<file path="src/rtl/snoop_pkg.sv">
package snoop_pkg;
   typedef enum logic [2:0] {
      ACC_NONE    = 3'd0,
      ACC_WIN_RD  = 3'd1,
      ACC_WIN_WR  = 3'd2,
      ACC_SEL_RD  = 3'd3,
      ACC_SEL_WR  = 3'd4
   } acc_kind_e;
endpackage

</file>
<file path="src/rtl/snoop_decode.sv">
module snoop_decode
   import snoop_pkg::*;
#(
   parameter int          HADDR_W  = 12,
   parameter int          OFS_W    = 8,
   parameter logic [11:0] WIN_BASE = 12'h300,
   parameter logic [11:0] SEL_ADDR = 12'h2F0
) (
   input  logic [HADDR_W-1:0] addr,
   input  logic               rd,
   input  logic               wr,
   output acc_kind_e          kind,
   output logic               claim
);
   localparam int TAG_W = HADDR_W - OFS_W;

   initial assert (HADDR_W > OFS_W && HADDR_W <= 12);

   logic win_hit;
   logic sel_hit;

   assign win_hit = (addr[HADDR_W-1:OFS_W] == WIN_BASE[HADDR_W-1:OFS_W]);
   assign sel_hit = (addr == SEL_ADDR[HADDR_W-1:0]);
   assign claim   = win_hit | sel_hit;

   always_comb begin
      kind = ACC_NONE;
      if (win_hit) begin
         if (wr)      kind = ACC_WIN_WR;
         else if (rd) kind = ACC_WIN_RD;
      end else if (sel_hit) begin
         if (wr)      kind = ACC_SEL_WR;
         else if (rd) kind = ACC_SEL_RD;
      end
   end

   logic [TAG_W-1:0] unused_tag;
   assign unused_tag = addr[HADDR_W-1:OFS_W];
endmodule

</file>
<file path="src/rtl/snoop_ptr_reg.sv">
module snoop_ptr_reg #(
   parameter int              PTR_W  = 4,
   parameter int              DATA_W = 32,
   parameter logic [PTR_W-1:0] PTR_RST = '0
) (
   input  logic              clk,
   input  logic              rst_n,
   input  logic              ld,
   input  logic [DATA_W-1:0] wdata,
   output logic [PTR_W-1:0]  ptr
);
   initial assert (PTR_W >= 1 && PTR_W <= DATA_W);

   always_ff @(posedge clk or negedge rst_n) begin
      if (!rst_n)  ptr <= PTR_RST;
      else if (ld) ptr <= wdata[PTR_W-1:0];
   end

   p_ptr_hold_r7: assert property (@(posedge clk) disable iff (!rst_n)
      !ld |=> $stable(ptr));
endmodule

</file>
<file path="src/rtl/snoop_rsp.sv">
module snoop_rsp
   import snoop_pkg::*;
#(
   parameter int PTR_W  = 4,
   parameter int DATA_W = 32
) (
   input  logic              clk,
   input  logic              rst_n,
   input  acc_kind_e         kind,
   input  logic [PTR_W-1:0]  ptr,
   input  logic [DATA_W-1:0] mem_rdata,
   output logic              ready,
   output logic [DATA_W-1:0] rdata
);
   logic              rdy_q;
   logic              win_rd_q;
   logic              sel_rd_q;
   logic [PTR_W-1:0]  ptr_cap_q;
   logic [DATA_W-1:0] ptr_ext;

   always_ff @(posedge clk or negedge rst_n) begin
      if (!rst_n) begin
         rdy_q     <= 1'b0;
         win_rd_q  <= 1'b0;
         sel_rd_q  <= 1'b0;
         ptr_cap_q <= '0;
      end else begin
         rdy_q    <= (kind != ACC_NONE);
         win_rd_q <= (kind == ACC_WIN_RD);
         sel_rd_q <= (kind == ACC_SEL_RD);
         if (kind == ACC_SEL_RD) ptr_cap_q <= ptr;
      end
   end

   generate
      if (DATA_W > PTR_W) begin : g_pad
         assign ptr_ext = {{(DATA_W-PTR_W){1'b0}}, ptr_cap_q};
      end else begin : g_full
         assign ptr_ext = ptr_cap_q;
      end
   endgenerate

   assign ready = rdy_q;
   assign rdata = sel_rd_q ? ptr_ext : (win_rd_q ? mem_rdata : '0);

   p_rdata_quiet_r2: assert property (@(posedge clk) disable iff (!rst_n)
      !ready |-> (rdata == '0));
endmodule

</file>
<file path="src/rtl/snoop_window_map.sv">
module snoop_window_map
   import snoop_pkg::*;
#(
   parameter int          HADDR_W  = 12,
   parameter int          DATA_W   = 32,
   parameter int          WIN_SIZE = 256,
   parameter int          PTR_W    = 4,
   parameter logic [11:0] WIN_BASE = 12'h300,
   parameter logic [11:0] SEL_ADDR = 12'h2F0,
   localparam int         OFS_W    = $clog2(WIN_SIZE),
   localparam int         MADDR_W  = PTR_W + OFS_W
) (
   input  logic               clk,
   input  logic               rst_n,
   input  logic [HADDR_W-1:0] host_addr,
   input  logic               host_rd,
   input  logic               host_wr,
   input  logic [DATA_W-1:0]  host_wdata,
   output logic [DATA_W-1:0]  host_rdata,
   output logic               host_ready,
   output logic               host_claim,
   output logic [MADDR_W-1:0] mem_addr,
   output logic               mem_re,
   output logic               mem_we,
   output logic [DATA_W-1:0]  mem_wdata,
   input  logic [DATA_W-1:0]  mem_rdata
);
   initial assert (WIN_SIZE == (1 << OFS_W));
   initial assert (WIN_BASE[OFS_W-1:0] == '0);

   acc_kind_e        kind;
   logic [PTR_W-1:0] ptr;

   snoop_decode #(
      .HADDR_W (HADDR_W),
      .OFS_W   (OFS_W),
      .WIN_BASE(WIN_BASE),
      .SEL_ADDR(SEL_ADDR)
   ) u_dec (
      .addr (host_addr),
      .rd   (host_rd),
      .wr   (host_wr),
      .kind (kind),
      .claim(host_claim)
   );

   snoop_ptr_reg #(
      .PTR_W (PTR_W),
      .DATA_W(DATA_W)
   ) u_ptr (
      .clk  (clk),
      .rst_n(rst_n),
      .ld   (kind == ACC_SEL_WR),
      .wdata(host_wdata),
      .ptr  (ptr)
   );

   snoop_rsp #(
      .PTR_W (PTR_W),
      .DATA_W(DATA_W)
   ) u_rsp (
      .clk      (clk),
      .rst_n    (rst_n),
      .kind     (kind),
      .ptr      (ptr),
      .mem_rdata(mem_rdata),
      .ready    (host_ready),
      .rdata    (host_rdata)
   );

   assign mem_addr  = {ptr, host_addr[OFS_W-1:0]};
   assign mem_re    = (kind == ACC_WIN_RD);
   assign mem_we    = (kind == ACC_WIN_WR);
   assign mem_wdata = host_wdata;

   p_rw_excl_r8: assert property (@(posedge clk) disable iff (!rst_n)
      !(mem_re && mem_we));

   p_wr_wins_r8: assert property (@(posedge clk) disable iff (!rst_n)
      (host_claim && host_wr) |-> !mem_re);

   p_no_strobe_unclaimed_r2: assert property (@(posedge clk) disable iff (!rst_n)
      !host_claim |-> (!mem_re && !mem_we));

   p_ready_after_read_r4: assert property (@(posedge clk) disable iff (!rst_n)
      mem_re |=> host_ready);

   p_ready_has_cause_r2: assert property (@(posedge clk) disable iff (!rst_n)
      host_ready |-> $past(host_claim && (host_rd || host_wr)));

   p_sel_no_mem_r9: assert property (@(posedge clk) disable iff (!rst_n)
      (host_addr == SEL_ADDR[HADDR_W-1:0]) |-> (!mem_re && !mem_we));

   p_win_keeps_ptr_r9: assert property (@(posedge clk) disable iff (!rst_n)
      (mem_re || mem_we) |=> (mem_addr[MADDR_W-1:OFS_W] == $past(mem_addr[MADDR_W-1:OFS_W])));
endmodule

</file>
<file path="config.mk">
export PLATFORM = sky130hd
export DESIGN_NAME = snoop_window_map
export DESIGN_NICKNAME = d
export VERILOG_FILES = /design/src/rtl/snoop_pkg.sv /design/src/rtl/snoop_decode.sv /design/src/rtl/snoop_ptr_reg.sv /design/src/rtl/snoop_rsp.sv /design/src/rtl/snoop_window_map.sv
export SDC_FILE = /design/constraint.sdc
export NUM_CORES = 1
export LEC_CHECK = 0
export ABC_AREA = 0
export BUFFER_PORTS_ARGS = -buffer_cell sky130_fd_sc_hd__buf_2
export CAP_MARGIN = 0
export CORE_MARGIN = 3
export CORE_UTILIZATION = 29
export DETAILED_ROUTE_END_ITERATION = 16
export GPL_TIMING_DRIVEN = 0
export HOLD_SLACK_MARGIN = 0.1
export PLACE_DENSITY = 0.81
export SLEW_MARGIN = 20
export SYNTH_ARGS = -nofsm -noshare
export SYNTH_HDL_FRONTEND = slang
export SYNTH_HIERARCHICAL = 1
export SYNTH_SLANG_ARGS = --single-unit
</file>
<file path="constraint.sdc">
create_clock -name clk -period 3.2 [get_ports clk]
set_input_delay 0.48 -clock clk [delete_from_list [all_inputs] [get_ports clk]]
set_output_delay 0.48 -clock clk [all_outputs]
set_load 0.01 [all_outputs]
</file>
==> flow_metrics.py <==
metrics = {
    "yosys": {
        "synth_cell_types": 20,
        "syn_inst": 114,
        "yosysSeqAreaShare": 0.259,
        "synth-seq-cells": 11,
        "yosys_warnings": 6,
        "syn_area_per_cell_um2": 9.32,
        "synthesis.nets": 194,
        "synth_area_um2": 1060,
    },
    "place": {
        "gp_congestion": 0.676,
        "post-dp-hpwl_um": 2950,
        "dpl_cell_area_um2": 1780,
        "dp.cells": 292,
        "pre_cts_ws_ns": 0.366,
        "portBuffers": 131,
    },
    "global_routing": {
        "grt_max_degree": 12,
        "grt_first_pass_wirelength_um": 4170,
        "grt_overflow_total": 0,
        "grt_pass1_vias": 979,
        "antenna_found_initial": 0,
        "grt.total_usage": 0.119,
    },
    "min_path": {
        "min_path_type": "input port to asynchronous set/reset pin",
    },
    "drt": {
        "wl_um": 3190,
        "antenna_left": 0,
        "drt-pass1-iter-count": 2,
        "vias_per_cell": 4.07,
        "wl_per_cell_um": 10.8,
        "remaining_drc_errors": 0,
        "drt_iter0_drc": 18,
        "dr_total_vias": 1205,
    },
    "critical_path": {
        "crit_path_top_delay_cell": "o22ai_1",
        "critPathCapture": "mem_we",
        "required_ns": 2.72,
        "path_buf_inv": 2,
        "critical_path_class": "input port to output port",
        "cp.arrival_ns": 2.22,
        "crit_family": "simple AND/OR/NAND/NOR gates",
        "critPathLaunchType": "input port",
        "critPathMaxFanout": 6,
        "r2r-end": "u_rsp/ptr_cap_q[1]$_DFFE_PN0N_",
        "reg2reg_depth": 1,
        "critPathMostFrequentCell": "buf_2",
        "max_stage_delay_ns": 0.44,
        "crit_chain": "buf_2, or3b_4, or4_1, o22ai_1, nor3b_1, buf_2",
        "cp-end-kind": "output port",
        "worstReg2RegStart": "u_ptr/ptr[1]$_DFFE_PN0P_",
        "cp-startpoint": "host_addr[11]",
        "r2r_setup_slack_ns": 2.43,
        "critical_path_depth": 6,
    },
    "pwr": {
        "switching_share": 0.238,
        "ir_worst_vdd_mv": 0.226,
        "leakage_nw": 1.20,
        "p_int_w": 0.000303,
        "p_clk_frac": 0.341,
        "power_density_nw_per_um2": 218,
        "power.switching_w": 0.0000950,
        "combPwrFrac": 0.306,
        "seq_power_share": 0.353,
    },
    "sta": {
        "slew_headroom": 0.498,
        "hold_ws_ns": 0.108,
        "worst_pin_slew_ns": 0.743,
        "fmax_mhz": 370,
        "slew_violations": 0,
        "setup_ws_ns": 0.495,
        "setup_viol": 0,
        "fin_crit_ns": 2.70,
        "fin_worst_skew_ns": 0.000867,
        "final-hold-violation-count": 0,
        "timing.final.crit_share": 0.845,
        "rsz0062_at_grt": "no",
        "tns_ns": 0,
    },
    "cts": {
        "clockRootBuffer": "clkbuf_8",
        "numCtsBuffers": 3,
        "cts.sink_count": 11,
        "cts_tree": "done",
        "clk_pin_slew_ns": 0.05,
        "cts_max_path_buffers": 2,
        "cts_hold_buf": 0,
        "clock_latency_ns": 0.23,
        "ctsResizeCount": 0,
        "htree_levels": 1,
        "postCtsSetupRepairBufs": 0,
    },
    "layout": {
        "nets": 331,
        "diodes": 0,
        "stdcell_count": 296,
        "fin_area_um2": 1830,
        "post_route_cells_drive_above_1_share": 0.756,
        "area_growth_pct": 71.8,
    },
    "outcome": {
        "status": "finished, final reports clean",
    },
    "die": {
        "die_h_um": 66.5,
        "design.core.area_um2": 3440,
        "die_area_um2": 4420,
        "die_w_um": 66.5,
        "initial_core_util": 0.309,
        "pin_count": 160,
        "std_cell_rows": 21,
    },
    "run": {
        "drv_cap": 0,
    },
}
[state kept, by name, summed over array words and instances, names as in the netlist]
register,flops
u_ptr/ptr,4
u_rsp/ptr_cap_q,4
u_rsp/ready,1
u_rsp/sel_rd_q,1
u_rsp/win_rd_q,1
[cells in the mapped netlist, drive strengths merged]
cell | number | area (um2)
nor2b | 1 | 13.8
nand3b | 1 | 20.0
inv | 3 | 11.3
a21oi | 1 | 5.00
a22o | 4 | 35.0
or3b | 1 | 11.3
nand2 | 2 | 7.51
nor4b | 1 | 8.76
or3 | 1 | 7.51
and2 | 28 | 175
mux2 | 8 | 90.1
o22ai | 1 | 6.26
and4 | 1 | 8.76
a2111oi | 1 | 8.76
dfrtp | 11 | 275
buf | 43 | 334
nor3b | 4 | 30.0
or4 | 1 | 7.51
nor4 | 1 | 6.26
[cell usage in the layout (no fill, tap or decap), drive strengths merged]
master   Yosys  final
buf         43    175
and2        28     28
dfrtp       11     11
mux2         8      8
nor3b        4      4
a22o         4      4
clkbuf       0      4
inv          3      3
nand2        2      2
and4         1      1
nor4         1      1
or3b         1      1
a2111oi      1      1
or4          1      1
o22ai        1      1
nor4b        1      1
a21oi        1      1
nor2b        1      1
or3          1      1
nand3b       1      1
[per-stage QoR]
stage / utilization / total power, W
after floorplan: - / 0.000204
after global placement: 0.516 / 0.000264
after detailed placement: 0.517 / 0.000266
after CTS: 0.530 / 0.000404
after global routing: 0.530 / 0.000421
final: 0.530 / 0.000398
[power by group through the flow]
stage                     clock, W  combinational (W)  sequential, W
after floorplan                  0          0.0000612       0.000143
after global placement           0           0.000121       0.000143
after detailed placement         0           0.000124       0.000143
after CTS                 0.000140           0.000124       0.000140
after global routing      0.000147           0.000134       0.000140
final                     0.000136           0.000122       0.000140
[how the worst min path moves through the flow]
stage                                to  slack, ns  cells past startpoint
3_5_place_dp   u_ptr/ptr[0]$_DFFE_PN0P_       0.36                      1
6_report       u_ptr/ptr[1]$_DFFE_PN0P_       0.11                      1
4_1_cts        u_ptr/ptr[0]$_DFFE_PN0P_       0.11                      1
2_1_floorplan  u_ptr/ptr[0]$_DFFE_PN0P_       0.18                      0
3_3_place_gp   u_ptr/ptr[1]$_DFFE_PN0P_       0.35                      1
5_1_grt        u_ptr/ptr[1]$_DFFE_PN0P_       0.12                      1
[per-layer routing]
layer / vias up / share of wire / GRT usage
met1: 528 / 0.32 / 0.113
li1: 607 / - / -
met2: 67 / 0.57 / 0.248
met4: 0 / 0.0078 / 0.0381
met3: 3 / 0.11 / 0.0202
met5: - / 0 / 0
[area by class of cell]
class                           count  area (um2)
Buffer                             43         334
Clock buffer                        4        45.0
Fill cell                         351        1620
Inverter                            3        11.3
Multi-Input combinational cell     57         443
Sequential cell                    11         275
Tap cell                           46        57.6
Timing Repair Buffer              132         659
[cell families (layout without fill, tap and decap cells)]
group	after synthesis	in the layout	synth area share
AOI/OAI and AO/OA	7	7	0.0518
and+or+nand+nor	42	42	0.279
DFF	11	11	0.259
muxes	8	8	0.0848
buffers and inverters	46	182	0.325
Power figures use the tool's default switching activity.
